===== config.mk =====
export PLATFORM = sky130hd
export DESIGN_NAME = inv_evt_ctrl
export DESIGN_NICKNAME = d
export VERILOG_FILES = /design/src/rtl/inv_evt_pkg.sv /design/src/rtl/inv_evt_flags.sv /design/src/rtl/inv_evt_msg.sv /design/src/rtl/inv_evt_ctrl.sv
export SDC_FILE = /design/constraint.sdc
export NUM_CORES = 1
export LEC_CHECK = 0
export ABC_AREA = 1
export BUFFER_PORTS_ARGS = -buffer_cell sky130_fd_sc_hd__buf_2
export CAP_MARGIN = 30
export CELL_PAD_IN_SITES_DETAIL_PLACEMENT = 1
export CELL_PAD_IN_SITES_GLOBAL_PLACEMENT = 2
export CORE_ASPECT_RATIO = 1.1
export CORE_MARGIN = 1
export CORE_UTILIZATION = 23
export CTS_CLUSTER_DIAMETER = 100
export DETAILED_ROUTE_END_ITERATION = 10
export PLACE_DENSITY = 0.91
export SLEW_MARGIN = 25
export SYNTH_ARGS = -nofsm -noshare
export SYNTH_HDL_FRONTEND = slang
export SYNTH_HIERARCHICAL = 1
export SYNTH_SLANG_ARGS = --single-unit
export TNS_END_PERCENT = 1

===== constraint.sdc =====
create_clock -name clk -period 1.8 [get_ports clk]
set_input_delay 0.18 -clock clk [delete_from_list [all_inputs] [get_ports clk]]
set_output_delay 0.18 -clock clk [all_outputs]
set_load 0.02 [all_outputs]

===== src/rtl/inv_evt_pkg.sv =====
package inv_evt_pkg;

    typedef struct packed {
        logic done_seen;
        logic masked;
        logic held;
    } evt_flags_t;

endpackage


===== src/rtl/inv_evt_flags.sv =====
module inv_evt_flags
    import inv_evt_pkg::*;
#(
    parameter int REG_W    = 32,
    parameter int STS_BIT  = 0,
    parameter int MASK_BIT = 31
) (
    input  logic             clk,
    input  logic             rst_n,
    input  logic             done_i,
    input  logic             sts_wr_i,
    input  logic [REG_W-1:0] sts_wdata_i,
    input  logic             ctl_wr_i,
    input  logic [REG_W-1:0] ctl_wdata_i,
    output evt_flags_t       flags_o,
    output logic             fire_o
);

    evt_flags_t flags_d, flags_q;
    logic       fire_d;

    // Order inside a cycle: status clear, then mask write, then completion pulse.
    always_comb begin
        flags_d = flags_q;
        fire_d  = 1'b0;
        if (sts_wr_i && sts_wdata_i[STS_BIT]) begin
            flags_d.done_seen = 1'b0;
            flags_d.held      = 1'b0;
        end
        if (ctl_wr_i) begin
            if (ctl_wdata_i[MASK_BIT]) begin
                flags_d.masked = 1'b1;
            end else begin
                flags_d.masked = 1'b0;
                if (flags_d.held) begin
                    flags_d.held = 1'b0;
                    fire_d       = 1'b1;
                end
            end
        end
        if (done_i && !flags_d.done_seen) begin
            flags_d.done_seen = 1'b1;
            if (flags_d.masked) flags_d.held = 1'b1;
            else                fire_d       = 1'b1;
        end
    end

    always_ff @(posedge clk or negedge rst_n) begin
        if (!rst_n) begin
            flags_q <= '{done_seen: 1'b0, masked: 1'b1, held: 1'b0};
        end else begin
            flags_q <= flags_d;
        end
    end

    assign flags_o = flags_q;
    assign fire_o  = fire_d;

    a_r4_held_needs_status: assert property (@(posedge clk) disable iff (!rst_n)
        flags_q.held |-> flags_q.done_seen);

    a_r2_busy_pulse_ignored: assert property (@(posedge clk) disable iff (!rst_n)
        (done_i && flags_q.done_seen && !sts_wr_i && !ctl_wr_i) |=> $stable(flags_q));

    a_r5_clear_drops_both: assert property (@(posedge clk) disable iff (!rst_n)
        (sts_wr_i && sts_wdata_i[STS_BIT] && !done_i) |=> (!flags_q.done_seen && !flags_q.held));

endmodule


===== src/rtl/inv_evt_msg.sv =====
module inv_evt_msg #(
    parameter int DATA_W = 32,
    parameter int ADDR_W = 32
) (
    input  logic              clk,
    input  logic              rst_n,
    input  logic              data_wr_i,
    input  logic [DATA_W-1:0] data_wdata_i,
    input  logic              addr_wr_i,
    input  logic [ADDR_W-1:0] addr_wdata_i,
    input  logic              fire_i,
    output logic [DATA_W-1:0] data_o,
    output logic [ADDR_W-1:0] addr_o,
    output logic              irq_valid_o,
    output logic [DATA_W-1:0] irq_data_o,
    output logic [ADDR_W-1:0] irq_addr_o
);

    typedef struct packed {
        logic [DATA_W-1:0] data;
        logic [ADDR_W-1:0] addr;
        logic              req;
        logic [DATA_W-1:0] req_data;
        logic [ADDR_W-1:0] req_addr;
    } msg_state_t;

    msg_state_t st_d, st_q;

    always_comb begin
        st_d     = st_q;
        st_d.req = fire_i;
        if (fire_i) begin
            st_d.req_data = st_q.data;
            st_d.req_addr = st_q.addr;
        end
        if (data_wr_i) st_d.data = data_wdata_i;
        if (addr_wr_i) st_d.addr = addr_wdata_i;
    end

    always_ff @(posedge clk or negedge rst_n) begin
        if (!rst_n) st_q <= '0;
        else        st_q <= st_d;
    end

    assign data_o      = st_q.data;
    assign addr_o      = st_q.addr;
    assign irq_valid_o = st_q.req;
    assign irq_data_o  = st_q.req_data;
    assign irq_addr_o  = st_q.req_addr;

    a_r9_payload_from_regs: assert property (@(posedge clk) disable iff (!rst_n)
        fire_i |=> (irq_data_o == $past(data_o) && irq_addr_o == $past(addr_o)));

endmodule


===== src/rtl/inv_evt_ctrl.sv =====
module inv_evt_ctrl
    import inv_evt_pkg::*;
#(
    parameter int REG_W    = 32,
    parameter int DATA_W   = 32,
    parameter int ADDR_W   = 32,
    parameter int STS_BIT  = 0,
    parameter int MASK_BIT = REG_W - 1,
    parameter int PEND_BIT = REG_W - 2
) (
    input  logic              clk,
    input  logic              rst_n,
    input  logic              done_i,
    input  logic              sts_wr_i,
    input  logic [REG_W-1:0]  sts_wdata_i,
    input  logic              ctl_wr_i,
    input  logic [REG_W-1:0]  ctl_wdata_i,
    input  logic              data_wr_i,
    input  logic [DATA_W-1:0] data_wdata_i,
    input  logic              addr_wr_i,
    input  logic [ADDR_W-1:0] addr_wdata_i,
    output logic [REG_W-1:0]  sts_o,
    output logic [REG_W-1:0]  ctl_o,
    output logic [DATA_W-1:0] data_o,
    output logic [ADDR_W-1:0] addr_o,
    output logic              irq_valid_o,
    output logic [DATA_W-1:0] irq_data_o,
    output logic [ADDR_W-1:0] irq_addr_o
);

    evt_flags_t flags;
    logic       fire;

    inv_evt_flags #(
        .REG_W(REG_W), .STS_BIT(STS_BIT), .MASK_BIT(MASK_BIT)
    ) u_flags (
        .clk(clk), .rst_n(rst_n), .done_i(done_i),
        .sts_wr_i(sts_wr_i), .sts_wdata_i(sts_wdata_i),
        .ctl_wr_i(ctl_wr_i), .ctl_wdata_i(ctl_wdata_i),
        .flags_o(flags), .fire_o(fire)
    );

    inv_evt_msg #(
        .DATA_W(DATA_W), .ADDR_W(ADDR_W)
    ) u_msg (
        .clk(clk), .rst_n(rst_n),
        .data_wr_i(data_wr_i), .data_wdata_i(data_wdata_i),
        .addr_wr_i(addr_wr_i), .addr_wdata_i(addr_wdata_i),
        .fire_i(fire), .data_o(data_o), .addr_o(addr_o),
        .irq_valid_o(irq_valid_o), .irq_data_o(irq_data_o), .irq_addr_o(irq_addr_o)
    );

    always_comb begin
        sts_o           = '0;
        sts_o[STS_BIT]  = flags.done_seen;
        ctl_o           = '0;
        ctl_o[MASK_BIT] = flags.masked;
        ctl_o[PEND_BIT] = flags.held;
    end

    a_r7_no_request_while_masked: assert property (@(posedge clk) disable iff (!rst_n)
        irq_valid_o |-> !ctl_o[MASK_BIT]);

    a_r3_open_pulse_fires: assert property (@(posedge clk) disable iff (!rst_n)
        (done_i && !sts_o[STS_BIT] && !ctl_o[MASK_BIT] && !(ctl_wr_i && ctl_wdata_i[MASK_BIT]))
        |=> (irq_valid_o && sts_o[STS_BIT]));

    a_r4_masked_pulse_holds: assert property (@(posedge clk) disable iff (!rst_n)
        (done_i && !sts_o[STS_BIT] && ctl_o[MASK_BIT] && !ctl_wr_i)
        |=> (!irq_valid_o && ctl_o[PEND_BIT]));

endmodule


* Yosys cells after proc, flatten, opt, wreduce, memory -nomap -nowiden
Index checks and enable logic that the tools add are counted.
Word-level totals: output and inout bits 193, flip-flop bits (word level) 132, latch bits 0, word-level logic and storage cells 24, bits of input ports 135, memories 0, memory bits (writable) 0, memory bits (read-only) 0
Operators by class: multipliers 0, magnitude comparators 0, $add $sub $neg 0, bitwise logic cells 0, reduce and logical (&&, ||, !) cells 3, multiplexer cells 13, shifts and indexed selects 0, div/mod/pow operators 0, eq/ne operators 0
Operator list (number):
- $mux 1 | 12
- $logic_and 1x1->1 | 2
- $mux 2 | 1
- $logic_not 1->1 | 1

* Depth between registers and ports, before layout
depth after elaboration 7, depth in mapped cells 9

* Modules after synthesis
Netlist, hierarchy kept.
Modules (own cells, without submodules):
- inv_evt_msg | sequential area each 3228.1 µm², cells an instance 543, area an instance 4859.7 µm², times used 1
- inv_evt_ctrl | sequential area each 0.0 µm², cells an instance 62, area an instance 461.7 µm², times used 1
- inv_evt_flags | sequential area each 76.3 µm², cells an instance 22, area an instance 163.9 µm², times used 1

* Worst setup path after synthesis
OpenSTA, ideal clock, no wires.
path kind flip-flop to flip-flop, start reg u_flags.flags_q (netlist bit u_flags/flags_o[1]), end reg u_msg.st_q (netlist bit u_msg/irq_data_o[23]), path slack 0.391 ns, buffers on the path 2, setup time 0.117 ns, cell stages (with the launch flop) 10, arrival 1.292 ns, path through dfstp_2 inv_1 nand2_1 nand2_1 nand3_1 nand2_1 buf_4 buf_4 nand2_1 nand2_1
On the way: longest elaborated chain between the ends 3
Ends and longest elaborated chain:
- start: declaration | line inv_evt_flags.sv:19 | evt_flags_t flags_d, flags_q;
- start signal: assignment | line inv_evt_flags.sv:50 | flags_q <= '{done_seen: 1'b0, masked: 1'b1, held: 1'b0};
- start signal: assignment | line inv_evt_flags.sv:52 | flags_q <= flags_d;
- $mux 2 | line inv_evt_flags.sv:30 | if (ctl_wr_i) begin
- $mux 1 | line inv_evt_flags.sv:43 | if (flags_d.masked) flags_d.held = 1'b1;
- $mux 1 | line inv_evt_flags.sv:41 | if (done_i && !flags_d.done_seen) begin
- net fire | line inv_evt_ctrl.sv:32 | logic fire;
- end signal: assignment | line inv_evt_msg.sv:42 | else st_q <= st_d;
- end: declaration | line inv_evt_msg.sv:27 | msg_state_t st_d, st_q;
The timed path passes the listed nets, and every way through them passes these cells. A chain may end at the register's enable or synchronous reset.

* Worst setup path in the final report
start in ctl_wdata_i[31], end reg u_msg.st_q (netlist bit u_msg/irq_data_o[7])
On the way: longest elaborated chain between the ends 4, elaborated cells between the ends (all ways) 6, those cells by class mux: 6
Ends and longest elaborated chain:
- start: declaration | line inv_evt_ctrl.sv:17 | input logic [REG_W-1:0] ctl_wdata_i,
- $mux 1 | line inv_evt_flags.sv:31 | if (ctl_wdata_i[MASK_BIT]) begin
- $mux 1 / $mux 2 (equally long branches) | line inv_evt_flags.sv:30
- $mux 1 | line inv_evt_flags.sv:43
- $mux 1 * | line inv_evt_flags.sv:41
- net fire | line inv_evt_ctrl.sv:32
The timed path passes the listed nets; every way through them passes the cells marked *.

==> impl_results.rst <==
.. list-table::
   :header-rows: 1

   * - Metric
     - Value
   * - Run status
     - completed
   * - P_leak
     - 0.00450 uW
   * - Post-synthesis register bit count
     - 132
   * - Cell chosen for the clock root
     - sky130_fd_sc_hd__clkbuf_16
   * - Synth Area in XOR/XNOR
     - 0%
   * - Area Overhead vs Synth
     - 42.8%
   * - Total power divided by cell area
     - 1220 nW/um^2
   * - Global-route wire length before repair
     - 25400 um
   * - Source of the worst hold timing path
     - ctl_wr_i
   * - Detail Placement HPWL
     - 11000 um
   * - Netlist cell types
     - 13
   * - Global placement routability congestion
     - 0.729
   * - Worst reg-to-reg setup slack
     - 0.37 ns
   * - Crit Path Class
     - primary input to flop
   * - Number of pins exceeding their max-slew limit in the final report
     - 0
   * - DRC violation total after the first TritonRoute iteration
     - 135
   * - Utilization after layout
     - 33.8%
   * - Worst Path Required
     - 2.14 ns
   * - Number of antenna-violating nets in the routed design
     - 0
   * - Vias in the first global route
     - 4856
   * - Net count of the finished layout
     - 1035
   * - Post-layout minimum cycle time
     - 1.46 ns
   * - Register clock-pin slew on the reported worst setup and hold paths
     - 0.06 ns
   * - Arrival time at the worst endpoint
     - 1.80 ns
   * - Initial Utilization
     - 23.7%
   * - H-tree depth
     - 4
   * - Fraction of the mapped netlist area in adder cells
     - 0%
   * - Number of hold violations in the final report
     - 0
   * - Fmax achieved
     - 686 MHz
   * - Critical path peak fanout
     - 34
   * - Aggregate global-route resource usage
     - 13.6%
   * - Mapped cell area
     - 5490 sq um
   * - Sequential area share after synthesis
     - 60.2%
   * - Post-route DRC violation count
     - 0
   * - Worst slew margin
     - 56.9%
   * - CTS tree
     - done
   * - Most common library cell in the layout ignoring fill and taps
     - sky130_fd_sc_hd__nand2_1
   * - Number of max-cap violations
     - 0
   * - DR vias/cell
     - 3.91
   * - Max clock buf depth
     - 2
   * - Unrepaired setup endpoints after global routing
     - false
   * - Initial antenna violation count
     - 0
   * - Post-route clock period utilization
     - 81.0%
   * - Min-Delay Endpoint
     - u_flags/flags_o[1]
   * - Transition time at the pin with the least slew margin
     - 0.645 ns
   * - Latest clock arrival within the worst-skew pair
     - 0.42 ns
   * - Core Box Area
     - 23100 sq um
   * - Kind of start point of the critical path
     - primary input
   * - Floorplan die area
     - 24500 sq um
   * - Worst Reg2Reg Path Length in Cells
     - 8
   * - Setup TNS Final
     - 0 ns
   * - Worst IR drop on VDD
     - 0.542 mV
   * - Combinational family with the most area after synthesis
     - simple AND/OR/NAND/NOR gates
   * - Antenna Cells
     - 0
   * - Count of buffers inserted at the top-level ports
     - 204
   * - Endpoint type of the worst setup path
     - flop
   * - Mean Syn Cell Area
     - 8.75 sq um
   * - Launching point of the worst reg2reg path
     - u_flags/flags_o[1]
   * - Die Width
     - 149 um
   * - Leading cell types in the layout, fill and taps excluded
     - 392 x sky130_fd_sc_hd__nand2_1, 203 x sky130_fd_sc_hd__buf_2, 131 x sky130_fd_sc_hd__dfrtp_1
   * - Post-detailed-route wirelength per cell
     - 13.5 um
   * - Post-layout instance area
     - 7830 sq um
   * - Vert. Die Dim
     - 164 um
   * - Vias after detailed routing
     - 4740
   * - Yosys warning total
     - 6
   * - Fraction of final layout cells with drive strength greater than 1
     - 27.9%
   * - Pin count of the biggest net entering global routing
     - 49
   * - Depth of the worst hold-timing path
     - 3
   * - Simple-gate share of the synthesized area
     - 27.6%
   * - Setup repair bufs after CTS
     - 0
   * - Leftover overflow at the end of global routing
     - 0
   * - Post-Synthesis Cells
     - 627
   * - # rows
     - 58
   * - Min Hold Slack
     - 0.0413 ns
   * - Inserted Clock Buffers
     - 17
   * - Aggregate routed wire length
     - 16400 um
   * - FF-to-FF End
     - u_msg/irq_data_o[7]
   * - Clk_skew
     - 0.0110 ns
   * - Area after detailed placement
     - 6590 sq um
   * - Number of setup violations in the final report
     - 0
   * - Multiplexer share of the synthesized area
     - 0%
   * - CTS sink cnt
     - 132
   * - Compound-cell area share of the yosys netlist
     - 0%
   * - Hold Crit Class
     - primary input to flop
   * - Boundary Pins
     - 328
   * - Detailed-routing iteration count for the pre-antenna-repair pass
     - 4
-- sequential cells by signal, indices dropped and copies added (netlist names) --
signal             flops
u_msg/addr_o          32
u_msg/data_o          32
u_msg/irq_addr_o      32
u_msg/irq_data_o      32
u_flags/flags_o        3
u_msg/irq_valid_o      1
-- synthesized netlist by cell type --
cell	instances	area [sq um]
sky130_fd_sc_hd__conb_1	1	3.75
sky130_fd_sc_hd__nand4_1	1	6.26
sky130_fd_sc_hd__dfrtp_1	131	3280
sky130_fd_sc_hd__nand2_2	2	12.5
sky130_fd_sc_hd__nand2_1	393	1480
sky130_fd_sc_hd__nand3_1	2	10.0
sky130_fd_sc_hd__buf_2	14	70.1
sky130_fd_sc_hd__inv_1	4	15.0
sky130_fd_sc_hd__inv_2	3	11.3
sky130_fd_sc_hd__nand3_2	1	10.0
sky130_fd_sc_hd__buf_6	3	33.8
sky130_fd_sc_hd__buf_4	71	533
sky130_fd_sc_hd__dfstp_2	1	26.3
-- power by group --
part           leakage, uW  internal (uW)  switching, uW
combinational      0.00258            759           1590
clock             0.000277           2000           1390
sequential         0.00164           3500            311
total              0.00450           6260           3290
-- critical path, stage by stage --
cell	delay [ns]
sky130_fd_sc_hd__dlygate4sd3_1	0.53
sky130_fd_sc_hd__buf_2	0.13
sky130_fd_sc_hd__inv_1	0.06
sky130_fd_sc_hd__nand2_1	0.07
sky130_fd_sc_hd__nand2_1	0.07
sky130_fd_sc_hd__nand3_1	0.08
sky130_fd_sc_hd__nand2_2	0.09
sky130_fd_sc_hd__buf_4	0.38
sky130_fd_sc_hd__nand2_1	0.10
sky130_fd_sc_hd__nand2_1	0.09
-- cell families after synthesis --
group,count (synthesis)
buffers and inverters,95
flip-flops,132
AND/OR/NAND/NOR,399
other,1
-- metrics by stage --
| step | setup slack (ns) | cells | power, uW |
|---|---|---|---|
| finish | 0.342 | 1213 | 9550 |
| global route | 0.235 | 1213 | 10100 |
| CTS | 0.348 | 1213 | 9740 |
| detailed placement | 0.368 | 1114 | 6140 |
| global placement | 0.409 | 1114 | 6080 |
| floorplan | 0.391 | 687 | 5270 |
-- layout make-up --
class,count,area [sq um]
multi-input cells,460,1750
fillers,2807,15300
flip-flops and latches,132,3300
well taps,300,375
clock inverters,13,124
clock buffers,19,453
repair buffers,282,1810
inverters,7,26.3
-- repair_timing --
| action | in CTS | in global routing |
|---|---|---|
| hold endpoints to repair | 106 | 0 |
| resized for setup | 0 | 0 |
| hold buffers | 67 | 0 |
-- worst max-delay path by stage --
stage | slack (ns) | from | to | cells after the start
after detailed placement | 0.37 | u_flags/flags_o[1] | u_msg/irq_data_o[8] | 8
final | 0.34 | ctl_wdata_i[31] | u_msg/irq_data_o[7] | 10
after floorplan | 0.39 | u_flags/flags_o[1] | u_msg/irq_data_o[23] | 9
after CTS | 0.35 | u_flags/flags_o[1] | u_msg/irq_data_o[7] | 8
after global placement | 0.41 | u_flags/flags_o[1] | u_msg/irq_data_o[17] | 8
after global routing | 0.23 | ctl_wdata_i[31] | u_msg/irq_data_o[7] | 10
-- per-layer routing --
layer / routed length, um / global-route usage, %
met4: 223 / 4.96
met2: 8270 / 23.5
met5: 0 / 0
met1: 6950 / 16.0
met3: 910 / 3.78
(Power assumes the default switching activity.)
